<file path="src/rtl/ep_irq_pkg.sv">
package ep_irq_pkg;
    localparam int NUM_EP   = 7;
    localparam int EP_ID_W  = $clog2(NUM_EP);
    localparam int LEN_W    = 11;
    localparam int DATA_W   = 16;
    localparam int ADDR_W   = 8;
    localparam logic [ADDR_W-1:0] STATUS_ADDR = 8'h1E;

    typedef enum logic {
        DIR_OUT = 1'b0,
        DIR_IN  = 1'b1
    } ep_dir_e;

    typedef struct packed {
        logic size_over;
        logic buf_empty;
    } ep_evt_t;

    function automatic logic pkt_oversize(input logic [LEN_W-1:0] len,
                                          input logic [LEN_W-1:0] limit);
        return len > limit;
    endfunction
endpackage

</file>
<file path="src/rtl/ep_evt_detect.sv">
module ep_evt_detect
    import ep_irq_pkg::*;
#(
    parameter int EP_ID       = 0,
    parameter bit ISO_CAPABLE = 1'b1
) (
    input  logic               dir,
    input  logic               iso,
    input  logic               rx_end,
    input  logic [EP_ID_W-1:0] rx_ep,
    input  logic [LEN_W-1:0]   rx_len,
    input  logic [LEN_W-1:0]   mps,
    input  logic               tx_drained,
    input  logic               cpu_pending,
    output ep_evt_t            evt
);
    logic    blocked;
    logic    rx_hit;
    ep_dir_e mode;

    always_comb begin
        mode          = ep_dir_e'(dir);
        blocked       = ISO_CAPABLE && iso;
        rx_hit        = rx_end && (rx_ep == EP_ID_W'(EP_ID));
        evt.size_over = rx_hit && (mode == DIR_OUT) && !blocked
                        && pkt_oversize(rx_len, mps);
        evt.buf_empty = tx_drained && !cpu_pending && (mode == DIR_IN) && !blocked;
    end
endmodule

</file>
<file path="src/rtl/ep_irq_regport.sv">
module ep_irq_regport
    import ep_irq_pkg::*;
#(
    parameter int                N_EP = NUM_EP,
    parameter logic [ADDR_W-1:0] ADDR = STATUS_ADDR
) (
    input  logic [ADDR_W-1:0] cpu_addr,
    input  logic              cpu_rd,
    input  logic              cpu_wr,
    input  logic [DATA_W-1:0] cpu_wdata,
    input  logic [N_EP-1:0]   flags,
    output logic [DATA_W-1:0] cpu_rdata,
    output logic [N_EP-1:0]   wr_clr
);
    logic sel;

    always_comb begin
        sel       = (cpu_addr == ADDR);
        wr_clr    = (cpu_wr && sel) ? ~cpu_wdata[N_EP-1:0] : '0;
        cpu_rdata = (cpu_rd && sel) ? DATA_W'(flags) : '0;
    end
endmodule

</file>
<file path="src/rtl/ep_flag_bank.sv">
module ep_flag_bank #(
    parameter int N_EP = 7
) (
    input  logic            clk,
    input  logic            rst,
    input  logic            sw_rst,
    input  logic [N_EP-1:0] set_vec,
    input  logic [N_EP-1:0] clr_vec,
    input  logic [N_EP-1:0] stall_vec,
    output logic [N_EP-1:0] flags,
    output logic [N_EP-1:0] stall_q
);
    always_ff @(posedge clk) begin
        if (rst || sw_rst) begin
            flags   <= '0;
            stall_q <= '0;
        end else begin
            flags   <= set_vec | (flags & ~clr_vec);
            stall_q <= stall_vec;
        end
    end
endmodule

</file>
<file path="src/rtl/ep_irq_status_reg.sv">
module ep_irq_status_reg
    import ep_irq_pkg::*;
(
    input  logic                    clk,
    input  logic                    rst,
    input  logic                    sw_rst,
    input  logic [ADDR_W-1:0]       cpu_addr,
    input  logic                    cpu_rd,
    input  logic                    cpu_wr,
    input  logic [DATA_W-1:0]       cpu_wdata,
    output logic [DATA_W-1:0]       cpu_rdata,
    input  logic [NUM_EP-1:0]       ep_dir,
    input  logic [NUM_EP-1:0]       ep_iso,
    input  logic [NUM_EP*LEN_W-1:0] mps_flat,
    input  logic                    rx_end,
    input  logic [EP_ID_W-1:0]      rx_ep,
    input  logic [LEN_W-1:0]        rx_len,
    input  logic [NUM_EP-1:0]       tx_drained,
    input  logic [NUM_EP-1:0]       cpu_pending,
    input  logic                    ep0_ival,
    input  logic                    ep0_bclr,
    input  logic                    ep0_tx_present,
    input  logic [NUM_EP-1:0]       irq_en,
    output logic                    irq,
    output logic [NUM_EP-1:0]       stall_req
);
    ep_evt_t [NUM_EP-1:0] evt;
    logic [NUM_EP-1:0] set_vec;
    logic [NUM_EP-1:0] so_vec;
    logic [NUM_EP-1:0] wr_clr;
    logic [NUM_EP-1:0] clr_vec;
    logic [NUM_EP-1:0] flags;
    logic              ival_q;
    logic              ep0_hw_clr;

    for (genvar i = 0; i < NUM_EP; i++) begin : g_ep
        ep_evt_detect #(
            .EP_ID       (i),
            .ISO_CAPABLE (i != 0)
        ) u_det (
            .dir         (ep_dir[i]),
            .iso         (ep_iso[i]),
            .rx_end      (rx_end),
            .rx_ep       (rx_ep),
            .rx_len      (rx_len),
            .mps         (mps_flat[i*LEN_W +: LEN_W]),
            .tx_drained  (tx_drained[i]),
            .cpu_pending (cpu_pending[i]),
            .evt         (evt[i])
        );
        assign so_vec[i]  = evt[i].size_over;
        assign set_vec[i] = evt[i].size_over | evt[i].buf_empty;
    end

    always_ff @(posedge clk) begin
        if (rst) ival_q <= 1'b0;
        else     ival_q <= ep0_ival;
    end

    always_comb begin
        ep0_hw_clr = (ival_q && !ep0_ival) || (ep0_bclr && ep0_tx_present);
        clr_vec    = wr_clr | NUM_EP'(ep0_hw_clr);
    end

    ep_irq_regport u_port (
        .cpu_addr  (cpu_addr),
        .cpu_rd    (cpu_rd),
        .cpu_wr    (cpu_wr),
        .cpu_wdata (cpu_wdata),
        .flags     (flags),
        .cpu_rdata (cpu_rdata),
        .wr_clr    (wr_clr)
    );

    ep_flag_bank #(.N_EP(NUM_EP)) u_bank (
        .clk       (clk),
        .rst       (rst),
        .sw_rst    (sw_rst),
        .set_vec   (set_vec),
        .clr_vec   (clr_vec),
        .stall_vec (so_vec),
        .flags     (flags),
        .stall_q   (stall_req)
    );

    assign irq = |(flags & irq_en);
endmodule

</file>
<file path="config.mk">
export PLATFORM = sky130hd
export DESIGN_NAME = ep_irq_status_reg
export DESIGN_NICKNAME = d
export VERILOG_FILES = /design/src/rtl/ep_irq_pkg.sv /design/src/rtl/ep_evt_detect.sv /design/src/rtl/ep_irq_regport.sv /design/src/rtl/ep_flag_bank.sv /design/src/rtl/ep_irq_status_reg.sv
export SDC_FILE = /design/constraint.sdc
export NUM_CORES = 1
export LEC_CHECK = 0
export BUFFER_PORTS_ARGS = -buffer_cell sky130_fd_sc_hd__buf_2
export CORE_ASPECT_RATIO = 1.4
export CORE_MARGIN = 2
export CORE_UTILIZATION = 32
export CTS_CLUSTER_SIZE = 24
export DETAILED_ROUTE_END_ITERATION = 10
export HOLD_SLACK_MARGIN = 0.05
export MAX_ROUTING_LAYER = met4
export SLEW_MARGIN = 20
export SYNTH_ARGS = -nofsm -noshare
export SYNTH_HDL_FRONTEND = slang
export SYNTH_SLANG_ARGS = --single-unit
</file>
<file path="constraint.sdc">
create_clock -name clk -period 4.2 [get_ports clk]
set_input_delay 0.21 -clock clk [delete_from_list [all_inputs] [get_ports clk]]
set_output_delay 0.21 -clock clk [all_outputs]
set_load 0.05 [all_outputs]
</file>
==> results.md, run 1 <==
- Antenna violations before repair: 0
- Via count: 3075
- Row count: 39
- Die W: a little over 80 microns
- Htree depth: 1
- Pins Over Slew Limit: 0
- Register area: between 300 and 400 sq um
- Cell Chain, Critical Path: buf_2, ha_1, a211oi_1, nor2_1, a2111oi_0, o32ai_1
- Layout cells sized above 1: around a third
- VDD IR max: 0.135 mV
- # diodes: 0
- 1st-iter DRT viols: 78
- Layout Cells excl Fill: around 620
- Critical path required time: between 4 and 5 ns
- Final net count: 756
- Via density per instance: between 4 and 5
- Power density over the cells: ~160 nW/um^2
- Setup CP Type: in2reg
- GPL Wtd Cong: 0.868
- Skew-Pair Late Insertion Delay: around 0.25 ns
- Synth area leader: ha_1
- CTS clk-pin slew, worst paths: approximately 0.050 ns
- HP Class: in2reg
- Largest fanout on the critical path: 7
- Final WS setup: ~2.3 ns
- # clock sinks: 15
- Core area: 8200 sq um
- Hold buffer count at CTS: 0
- Critical path startpoint category: input pin
- Setup TNS Final: 0 ns
- DRT Wirelength: around 8.6 mm
- Syn Inst Count: between 300 and 400
- Worst-Margin Slew: just under 0.9 ns
- Status: finished, final reports clean
- Clock skew: between 0.0000015 and 0.000002 ns
- Post-CTS resize count: 0
- CP Capture Type: flop
- Sequential-to-total area share from yosys stat: 11.0%
- Synth top area share: between 30% and 40%
- R2r setup slk: 3.30 ns
- Die Y: 113 microns
- Maximum capacitance violations: 0
- Fin. Hold Viols: 0
- Final critical-path required period: 1.86 ns
- Post-route ant nets: 0
- DP Worst Slack: about 2.1 ns
- DPL Wire Length: a little under 8 mm
- CTS Buf Count: 3
- First-pass GRT wire length: 13.3 mm
- DR DRC count: 0
- WP data arrival: 1.96 ns
- GRT overflow: 0
- Fill count: approximately 870
- Most frequent cells in the layout: buf_2 (163), inv_1 (78), ha_1 (77)
- Largest buffer count on any clock path: 2
- Footprint of the multi-input gates: between 2000 and 2500 sq um
- Commonest non-fill, non-tap cell in the layout: buf_2
- Cell area after synthesis: between 2000 and 3000 sq um
- Rel. slew slack: between 30 and 40%
- Slowest cell delay on critical path: between 0.7 and 0.8 ns
- Die Area: approximately 9000 sq um
- Post-synthesis register bit count: 15
- Buf+Inv Stages, Crit Path: 1
- Warnings, synthesis: 0
- CTS tree: yes
- LEAKAGE: between 2 and 2.5 nW
- Placed cell count: 617
- Area growth syn-to-layout: 36.2%
- PortBufs: 163
- FMAX: 0.538 GHz
- TritonRoute pass-1 iters: 7
- CP max stage cell: a2111oi_0
- Cell family with most CP delay: compound AO/OA/AOI/OAI gates
- Starting Density: approximately 33%
- Cell area after layout: ~3700 sq um
- Vias in the first global route: between 2000 and 3000
- Largest net degree at the start of global routing: 10
- Io pins: 183
- Top cells by area, synth: ha_1 (35%), dfxtp_1 (11%), inv_1 (11%), a21oi_1 (5.1%), a211oi_1 (3.9%)
- Period utilization: 44.3%
- Setup bufs post-CTS: 0
- Setup violation total in the final timing report: 0
- Root Buffer: clkbuf_16
- Placement Cell Area: approximately 3600 sq um
- GRT Util Overall: about a fifth
- WL/cell: around 14 microns
- Syn Area/Cell: just under 8 sq um
- Unique cell type count in the Yosys netlist: 35
- RSZ-0062 raised after global routing: no
==> stage by stage <==
stage / total power [mW] / hold slack, ns / utilization, %
6_report: 0.610 / 0.160 / 45.3
3_3_place_gp: 0.416 / 0.416 / 44.3
5_1_grt: 0.660 / 0.180 / 45.3
2_1_floorplan: 0.310 / 0.282 / -
4_1_cts: 0.616 / 0.164 / 45.3
3_5_place_dp: 0.427 / 0.428 / 44.3
==> synth_stat cells (all sizes together) <==
cell,n
inv,78
ha,77
a21oi,28
nor2,17
dfxtp,15
a211oi,14
nand4,14
o21ai,14
buf,9
nand2,8
a2111oi,7
and3,7
nand3b,7
nand4b,7
or4,7
nor4bb,6
nand3,5
nor3,5
o22ai,5
a41o,4
a22oi,2
clkbuf,2
nor2b,2
o32ai,2
or2b,2
a222oi,1
a31oi,1
and2,1
and3b,1
and4b,1
conb,1
nor4b,1
or2,1
or3,1
or4b,1
==> power by group <==
part | internal, mW | switching, mW | total [mW]
Combinational | 0.125 | 0.152 | 0.276
Sequential | 0.144 | 0.00132 | 0.146
Clock | 0.127 | 0.0607 | 0.188
Total | 0.396 | 0.214 | 0.610
==> sequential cells by signal (all words and copies together), names as in the netlist <==
name            flops
ival_q              1
u_bank.flags        7
u_bank.stall_q      7
==> final cells by class <==
cell class | instances | share of cell area (%)
timing repair buffer | 164 | 22.2
clock buffer | 3 | 2.02
tap | 102 | 3.44
sequential | 15 | 8.09
clock inverter | 1 | 0.135
multi-input combinational | 258 | 56.2
inverter | 78 | 7.89
==> routing by layer <==
layer / vias to the layer above / share of wire [%] / GRT usage (%)
li1: 1611 / - / -
met1: 1336 / 39 / 20.4
met2: 122 / 54 / 37.0
met3: 6 / 6.3 / 0.957
met4: 0 / 0.83 / 3.78
met5: - / 0 / -
==> cell families after synthesis <==
family	Yosys count	synth area share, %
AOI/OAI and AO/OA	78	18.2
other	1	0.138
adders and majority gates	77	35.4
and+or+nand+nor	94	21.7
buffers and inverters	89	13.5
DFF	15	11.0
==> worst paths after layout <==
check / from / to / cells past startpoint
worst max register to register: ival_q / u_bank.flags[0] / 4
worst min register to register: u_bank.flags[2] / u_bank.flags[2] / 2
worst max-delay path: rx_len[8] / u_bank.flags[6] / 6
worst min-delay path: rst / ival_q / 2
No activity file was read; power rests on OpenSTA's default activity.
==> inputs of run 2 (changes only) <==
--- a/config.mk
+++ b/config.mk
@@ -13,6 +13,7 @@
 export DETAILED_ROUTE_END_ITERATION = 10
 export HOLD_SLACK_MARGIN = 0.05
 export MAX_ROUTING_LAYER = met4
+export PLACE_DENSITY = 0.67
 export SLEW_MARGIN = 20
 export SYNTH_ARGS = -nofsm -noshare
 export SYNTH_HDL_FRONTEND = slang
==> constraint.sdc (replaced) <==
create_clock -name clk -period 1.66 [get_ports clk]
set_input_delay 0.083 -clock clk [delete_from_list [all_inputs] [get_ports clk]]
set_output_delay 0.083 -clock clk [all_outputs]
set_load 0.05 [all_outputs]
==> results.md, run 2 (same netlist as run 1, synthesis figures left out) <==
- TritonRoute pass-1 iters: 4
- Critical path required time: between 1.5 and 2 ns
- Cell area after layout: around 3800 sq um
- Fin util: between 40% and 50%
- DPL Wire Length: around 8 mm
- DRT Wirelength: 8.67 mm
- CTS tree: yes
- Setup bufs post-CTS: 0
- Final WS setup: 0.193 ns
- Final critical-path required period: 1.47 ns
- GPL Wtd Cong: between 0.8 and 0.9
- Most frequent cells in the layout: buf_2 (163), inv_1 (78), ha_1 (77)
- Power density over the cells: roughly 420 nW/um^2
- RSZ-0062 raised after global routing: no
- Status: finished, final reports clean
- 1st-iter DRT viols: between 100 and 150
- Vias in the first global route: just over 3000
- WL/cell: 13.8 microns
- Post-route ant nets: 0
- # diodes: 0
- VDD IR max: around 0.53 mV
- Htree depth: 1
- Via count: between 3000 and 4000
- Slowest cell delay on critical path: 0.44 ns
- WP data arrival: about 1.6 ns
- Row count: 39
- Starting Density: between 30% and 40%
- GRT Util Overall: 19.3%
- Pins Over Slew Limit: 0
- Commonest non-fill, non-tap cell in the layout: buf_2
- Fin. Hold Viols: 0
- GRT overflow: 0
- Largest fanout on the critical path: 7
- Setup CP Type: in2reg
- Setup violation total in the final timing report: 0
- Top flop regs: u_bank.flags (7), u_bank.stall_q (7), ival_q (1)
- Clock skew: around 0.000000083 ns
- CP Capture Type: flop
- DR DRC count: 0
- Die W: between 80 and 90 microns
- DP Worst Slack: -0.0754 ns
- Period utilization: 88.4%
- # clock sinks: 15
- Largest net degree at the start of global routing: 9
- Core area: a little over 8000 sq um
- Placement Cell Area: 3700 sq um
- Final net count: 765
- Largest buffer count on any clock path: 2
- Cell Chain, Critical Path: buf_2, ha_1, a211oi_1, nor2_1, a2111oi_0, buf_4, o22ai_1
- Skew-Pair Late Insertion Delay: approximately 0.24 ns
- Die Y: 113 microns
- CP max stage cell: a2111oi_0
- FMAX: between 0.6 and 0.7 GHz
- Critical path startpoint category: input pin
- PortBufs: 163
- CTS Buf Count: 3
- CTS clk-pin slew, worst paths: ~0.050 ns
- Maximum capacitance violations: 0
- Root Buffer: clkbuf_16
- Antenna violations before repair: 0
- Via density per instance: slightly above 5
- Io pins: between 150 and 200
- First-pass GRT wire length: roughly 14 mm
- HP Class: in2reg
- LEAKAGE: around 2.2 nW
- Layout cells sized above 1: between 30 and 40%
- Area growth syn-to-layout: 39.0%
- Die Area: 9280 sq um
- Fill count: roughly 860
-- run 2: cell types whose count changed in the layout (fill, tap and decap cells not counted) --
cell,change
a2111oi_0,-1
a2111oi_1,+1
buf_4,+8
clkbuf_1,+1
clkinv_2,-1
dlygate4sd3_1,+1
nor4b_1,-1
nor4b_2,+1
-- run 2: path summary, 6_finish.rpt --
| kind | slack, ns | depth (start not counted) | start | endpoint |
|---|---|---|---|---|
| max | 0.19 | 7 | rx_len[8] | u_bank.flags[0] |
| min | 0.09 | 2 | ep0_ival | ival_q |
| max reg2reg | 0.80 | 4 | ival_q | u_bank.flags[0] |
| min reg2reg | 0.58 | 2 | u_bank.flags[2] | u_bank.flags[2] |
-- run 2: stage by stage --
step | hold WS, ns | cells | power (mW) | setup TNS (ns)
5_1_grt | 0.0916 | 630 | 1.70 | 0
3_3_place_gp | 0.284 | 625 | 1.08 | -0.0680
2_1_floorplan | 0.155 | 362 | 0.784 | 0
3_5_place_dp | 0.294 | 625 | 1.11 | -0.215
4_1_cts | 0.0897 | 630 | 1.59 | 0
6_report | 0.0856 | 630 | 1.58 | 0
-- run 2: worst max-delay path, delay by kind of cell --
family | cells | cell delay [ns]
AO/OA/AOI/OAI | 3 | 0.78
buffers and inverters | 2 | 0.36
adder cells (fa/ha/maj) | 1 | 0.30
AND/OR/NAND/NOR | 1 | 0.07
-- run 2: area by class of cell --
type	count	area (sq um)	area share [%]
clock buffers	4	78.8	2.08
repair buffers	173	893	23.6
multi-input cells	258	2090	55.3
flip-flops and latches	15	300	7.93
well taps	102	128	3.37
inverters	78	293	7.73
-- run 2: power breakdown --
group          leakage, nW  internal, mW  total [mW]  switching (mW)
sequential           0.121         0.365       0.369         0.00365
combinational         2.06         0.345       0.736           0.391
clock               0.0382         0.325       0.471           0.145
total                 2.22          1.04        1.58           0.540
-- run 2: per-layer routing --
layer | track usage [%] | vias to the layer above | routed length, microns
li1 | - | 1629 | -
met4 | 4.67 | 0 | 122
met2 | 37.5 | 133 | 4700
met5 | - | - | 0
met1 | 20.3 | 1395 | 3260
met3 | 1.52 | 10 | 591
-- run 2: timing repair --
item	4_1_cts	5_1_grt
gates resized for setup	0	1
hold buffers	1	0
endpoints found under the setup margin	0	1
hold endpoints to repair	1	0
